### src/rtl/alarm_pkg.sv
package alarm_pkg;
  localparam int unsigned ALM_FIELDS  = 5;
  localparam int unsigned ALM_FIELD_W = 8;

  typedef enum logic [1:0] {
    FLG_HOLD = 2'b00,
    FLG_SET  = 2'b01,
    FLG_CLR  = 2'b10
  } flag_op_e;
endpackage

### src/rtl/alarm_field_cmp.sv
module alarm_field_cmp #(
  parameter int unsigned FIELD_W = 8
) (
  input  logic [FIELD_W-1:0] alm_i,
  input  logic [FIELD_W-1:0] now_i,
  output logic               hit_o
);
  localparam logic [FIELD_W-1:0] WILDCARD = {FIELD_W{1'b1}};

  always_comb hit_o = (alm_i == WILDCARD) || (alm_i == now_i);
endmodule

### src/rtl/alarm_edge_det.sv
module alarm_edge_det (
  input  logic clk_i,
  input  logic rst_ni,
  input  logic tick_i,
  input  logic en_i,
  input  logic match_i,
  output logic first_o
);
  logic seen_q;

  // history only advances on update strobes
  always_ff @(posedge clk_i or negedge rst_ni) begin
    if (!rst_ni)     seen_q <= 1'b0;
    else if (tick_i) seen_q <= en_i & match_i;
  end

  always_comb first_o = tick_i & en_i & match_i & ~seen_q;
endmodule

### src/rtl/alarm_flag_ctrl.sv
module alarm_flag_ctrl
  import alarm_pkg::*;
(
  input  logic clk_i,
  input  logic rst_ni,
  input  logic set_i,
  input  logic clr_i,
  input  logic standby_i,
  output logic flag_o
);
  flag_op_e op;
  logic     flag_q;

  always_comb begin
    op = FLG_HOLD;
    if (set_i)                   op = FLG_SET;  // set beats clear
    else if (clr_i && !standby_i) op = FLG_CLR;
  end

  always_ff @(posedge clk_i or negedge rst_ni) begin
    if (!rst_ni) flag_q <= 1'b0;
    else begin
      unique case (op)
        FLG_SET:  flag_q <= 1'b1;
        FLG_CLR:  flag_q <= 1'b0;
        default:  flag_q <= flag_q;
      endcase
    end
  end

  assign flag_o = flag_q;
endmodule

### src/rtl/alarm_match_unit.sv
module alarm_match_unit
  import alarm_pkg::*;
#(
  parameter int unsigned NUM_FIELDS = ALM_FIELDS,
  parameter int unsigned FIELD_W    = ALM_FIELD_W,
  localparam int unsigned BUS_W     = NUM_FIELDS * FIELD_W
) (
  input  logic             clk_i,
  input  logic             rst_ni,
  input  logic             tick_i,
  input  logic             en_i,
  input  logic             mask_i,
  input  logic             flag_clr_i,
  input  logic             standby_i,
  input  logic [BUS_W-1:0] now_i,
  input  logic [BUS_W-1:0] alm_i,
  output logic             flag_o,
  output logic             irq_o
);
  logic [NUM_FIELDS-1:0] field_hit;
  logic                  match_all;
  logic                  first_hit;

  for (genvar g = 0; g < NUM_FIELDS; g++) begin : g_cmp
    alarm_field_cmp #(.FIELD_W(FIELD_W)) u_cmp (
      .alm_i (alm_i[g*FIELD_W +: FIELD_W]),
      .now_i (now_i[g*FIELD_W +: FIELD_W]),
      .hit_o (field_hit[g])
    );
  end

  always_comb match_all = &field_hit;

  alarm_edge_det u_edge (
    .clk_i   (clk_i),
    .rst_ni  (rst_ni),
    .tick_i  (tick_i),
    .en_i    (en_i),
    .match_i (match_all),
    .first_o (first_hit)
  );

  alarm_flag_ctrl u_flag (
    .clk_i     (clk_i),
    .rst_ni    (rst_ni),
    .set_i     (first_hit),
    .clr_i     (flag_clr_i),
    .standby_i (standby_i),
    .flag_o    (flag_o)
  );

  // standby does not gate the alarm request
  always_comb irq_o = flag_o & mask_i;
endmodule

### config.mk
export PLATFORM = sky130hd
export DESIGN_NAME = alarm_match_unit
export DESIGN_NICKNAME = d
export VERILOG_FILES = /design/src/rtl/alarm_pkg.sv /design/src/rtl/alarm_field_cmp.sv /design/src/rtl/alarm_edge_det.sv /design/src/rtl/alarm_flag_ctrl.sv /design/src/rtl/alarm_match_unit.sv
export SDC_FILE = /design/constraint.sdc
export NUM_CORES = 1
export LEC_CHECK = 0
export ABC_AREA = 1
export ABC_CLOCK_PERIOD_IN_PS = 800
export BUFFER_PORTS_ARGS = -buffer_cell sky130_fd_sc_hd__buf_2
export CAP_MARGIN = 20
export CORE_MARGIN = 2
export CORE_UTILIZATION = 30
export CTS_CLUSTER_SIZE = 8
export DETAILED_ROUTE_END_ITERATION = 6
export PLACE_DENSITY = 0.73
export SLEW_MARGIN = 20
export SYNTH_ARGS = -nofsm -noshare
export SYNTH_HDL_FRONTEND = slang
export SYNTH_SLANG_ARGS = --single-unit
### constraint.sdc
create_clock -name clk_i -period 0.8 [get_ports clk_i]
set_input_delay 0.04 -clock clk_i [delete_from_list [all_inputs] [get_ports clk_i]]
set_output_delay 0.04 -clock clk_i [all_outputs]
set_load 0.02 [all_outputs]
## Yosys cells after proc, flatten, opt, wreduce, memory -nomap -nowiden

Index checks and enable logic that the tools add are counted.

- Bits in writable memories: 0
- Register bits after elaboration: 2
- Memories kept: 0
- Latch bits: 0
- Logic and storage cells: 32
- Input port bits: 87
- Bits in read-only memories: 0

- Equality and inequality tests: 12
- Divide/modulo/power cells: 0
- Bitwise operators: 6
- $lt $le $gt $ge: 0
- Reductions and logical operators: 9
- Shift-type cells: 0
- Add/subtract/negate cells: 0
- Multipliers: 0
- Multiplexer cells: 3

Operators with widths:

| cell | number |
|---|---|
| $eq 8x8->1 | 5 |
| $eq 8x8->1 const B | 5 |
| $and 1x1->1 | 5 |
| $logic_or 1x1->1 | 5 |
| $reduce_and 5->1 | 1 |
| $mux 2 | 2 |
| $eq 2x1->1 const B | 1 |
| $eq 2x2->1 const B | 1 |
| $pmux 1 s2 | 1 |
| $reduce_bool 2->1 | 1 |
| $logic_and 1x1->1 | 1 |
| $logic_not 1->1 | 1 |
| $not 1->1 | 1 |

## Longest topological paths before layout

- Depth in word-level cells: 8
- Mapped depth: 11
- Depth with buffers taken out: 11

## Modules after synthesis

From an unflattened synthesis, not the netlist that was laid out.

- Cell total of the unflattened synthesis: 212
- Area total of the unflattened synthesis: 960.9 µm²

Modules (own cells, without submodules):

| module | area an instance (µm²) | cells an instance | times used | seq. area each (µm²) |
|---|---|---|---|---|
| alarm_field_cmp | 168.9 | 39 | 5 | 0.0 |
| alarm_edge_det | 52.6 | 6 | 1 | 25.0 |
| alarm_flag_ctrl | 43.8 | 6 | 1 | 25.0 |
| alarm_match_unit | 20.0 | 5 | 1 | 0.0 |

## Worst setup path before layout

Ideal clock, no wire load.

- Path kind: input-to-reg
- Start: input port alm_i[24]
- End: register u_flag.flag_q (netlist: u_flag.flag_o)
- Library setup time: 66 ps
- Stages on the path: 9
- Arrival: 671 ps
- Buffers on the path: 0
- Setup slack: 63 ps
- Required time: 734 ps
- Cells stage by stage: xnor2_1 nand2_1 nor2_1 nand2_1 nand2_1 nand2_1 nor2_2 nand3_1 nand2_1

- Cells in the longest elaborated chain, start to end: 8

Ends and longest elaborated chain:

| element | line | text |
|---|---|---|
| from (decl) | alarm_match_unit.sv:16 | `input logic [BUS_W-1:0] alm_i,` |
| $eq 8x8->1 | alarm_field_cmp.sv:10 | `always_comb hit_o = (alm_i == WILDCARD) \|\| (alm_i == now_i);` |
| $logic_or 1x1->1 (*) | alarm_field_cmp.sv:10 |  |
| $reduce_and 5->1 (*) | alarm_match_unit.sv:32 | `always_comb match_all = &field_hit;` |
| $and 1x1->1 (*) (2 in a row) | alarm_edge_det.sv:17 | `always_comb first_o = tick_i & en_i & match_i & ~seen_q;` |
| $mux 2 (*) | alarm_flag_ctrl.sv:16 | `if (set_i) op = FLG_SET;` |
| $eq 2x2->1 / $eq 2x1->1 (equally long branches) | alarm_flag_ctrl.sv:23 | `unique case (op)` |
| $pmux 1 s2 / $reduce_bool 2->1 (equally long branches) | -- |  |
| to (signal assigned) | alarm_flag_ctrl.sv:26 | `default: flag_q <= flag_q;` |
| to (decl) | alarm_flag_ctrl.sv:12 | `logic flag_q;` |

Every way passes the cells marked *; elsewhere a longest branch is shown, timed or not.
A chain may end at the register's enable or synchronous reset.

## Final worst setup path

- Start: register u_flag.flag_q (netlist: u_flag.flag_o)
- End: output port irq_o

- Cells in the longest elaborated chain, start to end: 1

Ends and longest elaborated chain:

| element | line | text |
|---|---|---|
| $and 1x1->1 | alarm_match_unit.sv:53 | `always_comb irq_o = flag_o & mask_i;` |
| to (decl) | alarm_match_unit.sv:18 | `output logic irq_o` |

No other way between the ends.

==> flow_summary.toml <==
[final_layout]
final_area_mm2 = 0.00149
area_growth_syn_to_layout_pct = 76.3
antenna_cells = 0
multi_input_area_um2 = 723
drive_above_1_share_pct = 40.1
seq_area_um2 = 50.0
n_fill_cell = 310
nNetsFinal = 356

[logic_synthesis]
ys_types = 14
yosysMostFrequentCell = "nand2_1"
synth.area.top_cells = "nand2_1, xnor2_1, inv_1"
synth_top_area_cell = "nand2_1"
syn-mean-instance-area_um2 = 5.00
synth-adder-area-share_pct = 0
ys_top_cells_by_count = "nand2_1, inv_1, xnor2_1"
synthArstFlopShare_pct = 100
ys_seq_area_share_pct = 5.93
synth_compound_area_share_pct = 2.81
yosys_warnings = 0
yosys_register_bits = 2
ys.flop_type = "dfrtp_1"
synthCells = 169
synth_xor_area_share_pct = 27.0
yosys.area_share.simple_pct = 49.6
synthMuxAreaShare_pct = 0
synth_area_um2 = 845
synth_top_area_share_pct = 34.2
synth_edf_count = 0
synth_top_family_by_area = "simple AND/OR/NAND/NOR gates"
syn_nets = 256

[sta]
worst_hold_slack_ns = 0.00471
fin_crit_ns = 0.900
rsz0062_at_grt = "yes"
fin_crit_sh_pct = 113
slew_viol_final = 0
setup_slack_ns = -0.100
hold_viol = 0
fin_skew_ns = 0.00324
slew_headroom_pct = 89.5
max_freq_mhz = 1110
max_slew.worst_pin.slew_ns = 0.156
setup_violations = 2

[power]
p_clk_share_pct = 25.2
pwr-share-seq_pct = 10.7
cellLeakagePower_nw = 0.940
p_per_area_mw_per_mm2 = 641
max-vdd-ir-drop_uv = 370
p_sw_share_pct = 34.5
switching_power_w = 0.000329
pwr-share-comb_pct = 64.2
intPower_w = 0.000625

[setup_path]
critPathMaxStageDelay_ns = 0.40
arrival_ns = 0.86
reg2reg_depth = 2
r2r-end = "u_flag.flag_o$_DFFE_PN0P_"
start_kind = "register"
cp_slowest_cell = "dfrtp_1"
crit_family = "flip-flops"
critPathMaxFanout = 3
crit_chain = "nand2_1 > inv_1 > buf_6"
critPathKind = "register to primary output"
r2r_setup_slack_ns = 0.12
cp.required_ns = 0.76
r2r_start = "u_flag.flag_o$_DFFE_PN0P_"
endpoint_kind = "primary output"
critPathBufInv = 2

[die]
die_w_um = 57.1
die_area_mm2 = 0.00326
die_h_um = 57.1
core_area_mm2 = 0.00271
io_pins = 89
rows = 19
start_util_pct = 31.2

[min_path]
hp-start = "tick_i"
worst_hold_path.endpoint = "u_edge.seen_q$_DFFE_PN0P_"
hp-class = "input port to register"
worstHoldPathCells = 2

[route]
drt_wl_total_mm = 2.44
detail_route.wl_per_cell_um = 8.18
viasPerCell = 4.23
drt_first_pass_iters = 2
drtIter0Drc = 12
drc = 0
ant_nets = 0
vias = 1260

[global_route]
grt_overflow = 0
track_usage_pct = 14.4
grt_pass1_vias = 1151
grt_pass1_wl_mm = 3.80
antenna_found_initial = 0
grt_max_degree = 4

[placement]
place.port_buffers = 88
hpwlAfterDp_mm = 2.17
placed_area_mm2 = 0.00137
place_ws_ns = -0.183
place_congestion = 0.722

[clocking]
cts_root_buf = "clkbuf_4"
cts.htree.levels = 1
numClockSinks = 2
cts_tree = "done"
worstSkewPairLatency_ns = 0.23
cts_setup_buffers = 0
clk_pin_slew_ns = 0.03
cts_made_buffers = 3
clock_path_buffers = 2

[status]
status = "finished, violations left"
violations = "setup timing"

[job]
max_cap_viol_count = 0
[registers in the layout, indices dropped and copies added, names as in the netlist]
signal,count
u_flag.flag_o,1
u_edge.seen_q,1
[worst register-to-register path: cells and delay by family, from the launching register on]
kind               cells  cell delay, ns
DFF                    1            0.40
AOI/OAI and AO/OA      1            0.09
and+or+nand+nor        1            0.07
[kinds of logic (layout without fill, tap and decap cells)]
kind of cell	Yosys count	in the layout
buffers and inverters	33	131
AOI/OAI and AO/OA	4	4
xor gates and xnor gates	26	26
DFF	2	2
and+or+nand+nor	104	104
[power by group through the flow]
| stage | Combinational, W | Clock (W) | Sequential, W |
|---|---|---|---|
| final | 0.000613 | 0.000240 | 0.000102 |
| after global routing | 0.000695 | 0.000250 | 0.000102 |
| after CTS | 0.000570 | 0.000242 | 0.000102 |
| after detailed placement | 0.000564 | 0 | 0.000103 |
| after global placement | 0.000553 | 0 | 0.000103 |
| after floorplan | 0.000250 | 0 | 0.000103 |
[cell usage in the layout, fill, tap and decap left out, drive strengths merged]
| cell type | instances |
|---|---|
| nand4 | 8 |
| inv | 33 |
| or2 | 1 |
| xnor2 | 26 |
| nand3 | 2 |
| dfrtp | 2 |
| a21oi | 1 |
| o21ai | 3 |
| dlygate4sd3 | 1 |
| buf | 94 |
| nor3 | 1 |
| nor2 | 15 |
| clkbuf | 3 |
| nand2 | 77 |
[layout make-up]
class                      instances  share of cell area [%]
multi-input combinational        134                    48.6
timing repair buffer              95                    35.6
clock buffer                       3                    1.51
tap                               31                    2.61
sequential                         2                    3.36
inverter                          33                    8.32
[worst max path at each step]
| stage | from | end | slack (ns) | cells past startpoint |
|---|---|---|---|---|
| 3_3_place_gp | now_i[0] | u_edge.seen_q$_DFFE_PN0P_ | -0.14 | 10 |
| 6_report | u_flag.flag_o$_DFFE_PN0P_ | irq_o | -0.10 | 3 |
| 5_1_grt | u_flag.flag_o$_DFFE_PN0P_ | irq_o | -0.13 | 3 |
| 3_5_place_dp | alm_i[9] | u_edge.seen_q$_DFFE_PN0P_ | -0.18 | 10 |
| 2_1_floorplan | alm_i[24] | u_flag.flag_o$_DFFE_PN0P_ | 0.06 | 9 |
| 4_1_cts | u_flag.flag_o$_DFFE_PN0P_ | irq_o | -0.10 | 3 |
[repair_timing]
| action | 4_1_cts | 5_1_grt |
|---|---|---|
| endpoints found under the setup margin | 2 | 4 |
| hold buffers | 1 | 0 |
| pin swaps | 1 | 8 |
| hold endpoints to repair | 2 | 0 |
| gates resized for setup | 2 | 13 |
[routing by layer]
layer	share of wire (%)	vias up	global-route usage [%]
li1	-	694	-
met1	36	506	14.1
met2	53	57	28.6
met3	10	3	3.63
met4	0.86	0	4.98
met5	0	-	0
[through the flow]
stage	total power (W)	setup TNS (ns)	instances	utilization, %
floorplan	0.000353	0	169	-
global placement	0.000656	-0.268	294	50.5
detailed placement	0.000667	-0.361	294	50.5
CTS	0.000914	-0.135	298	51.9
global route	0.00105	-0.282	298	54.9
finish	0.000955	-0.145	298	54.9
(Power assumes the default switching activity.)
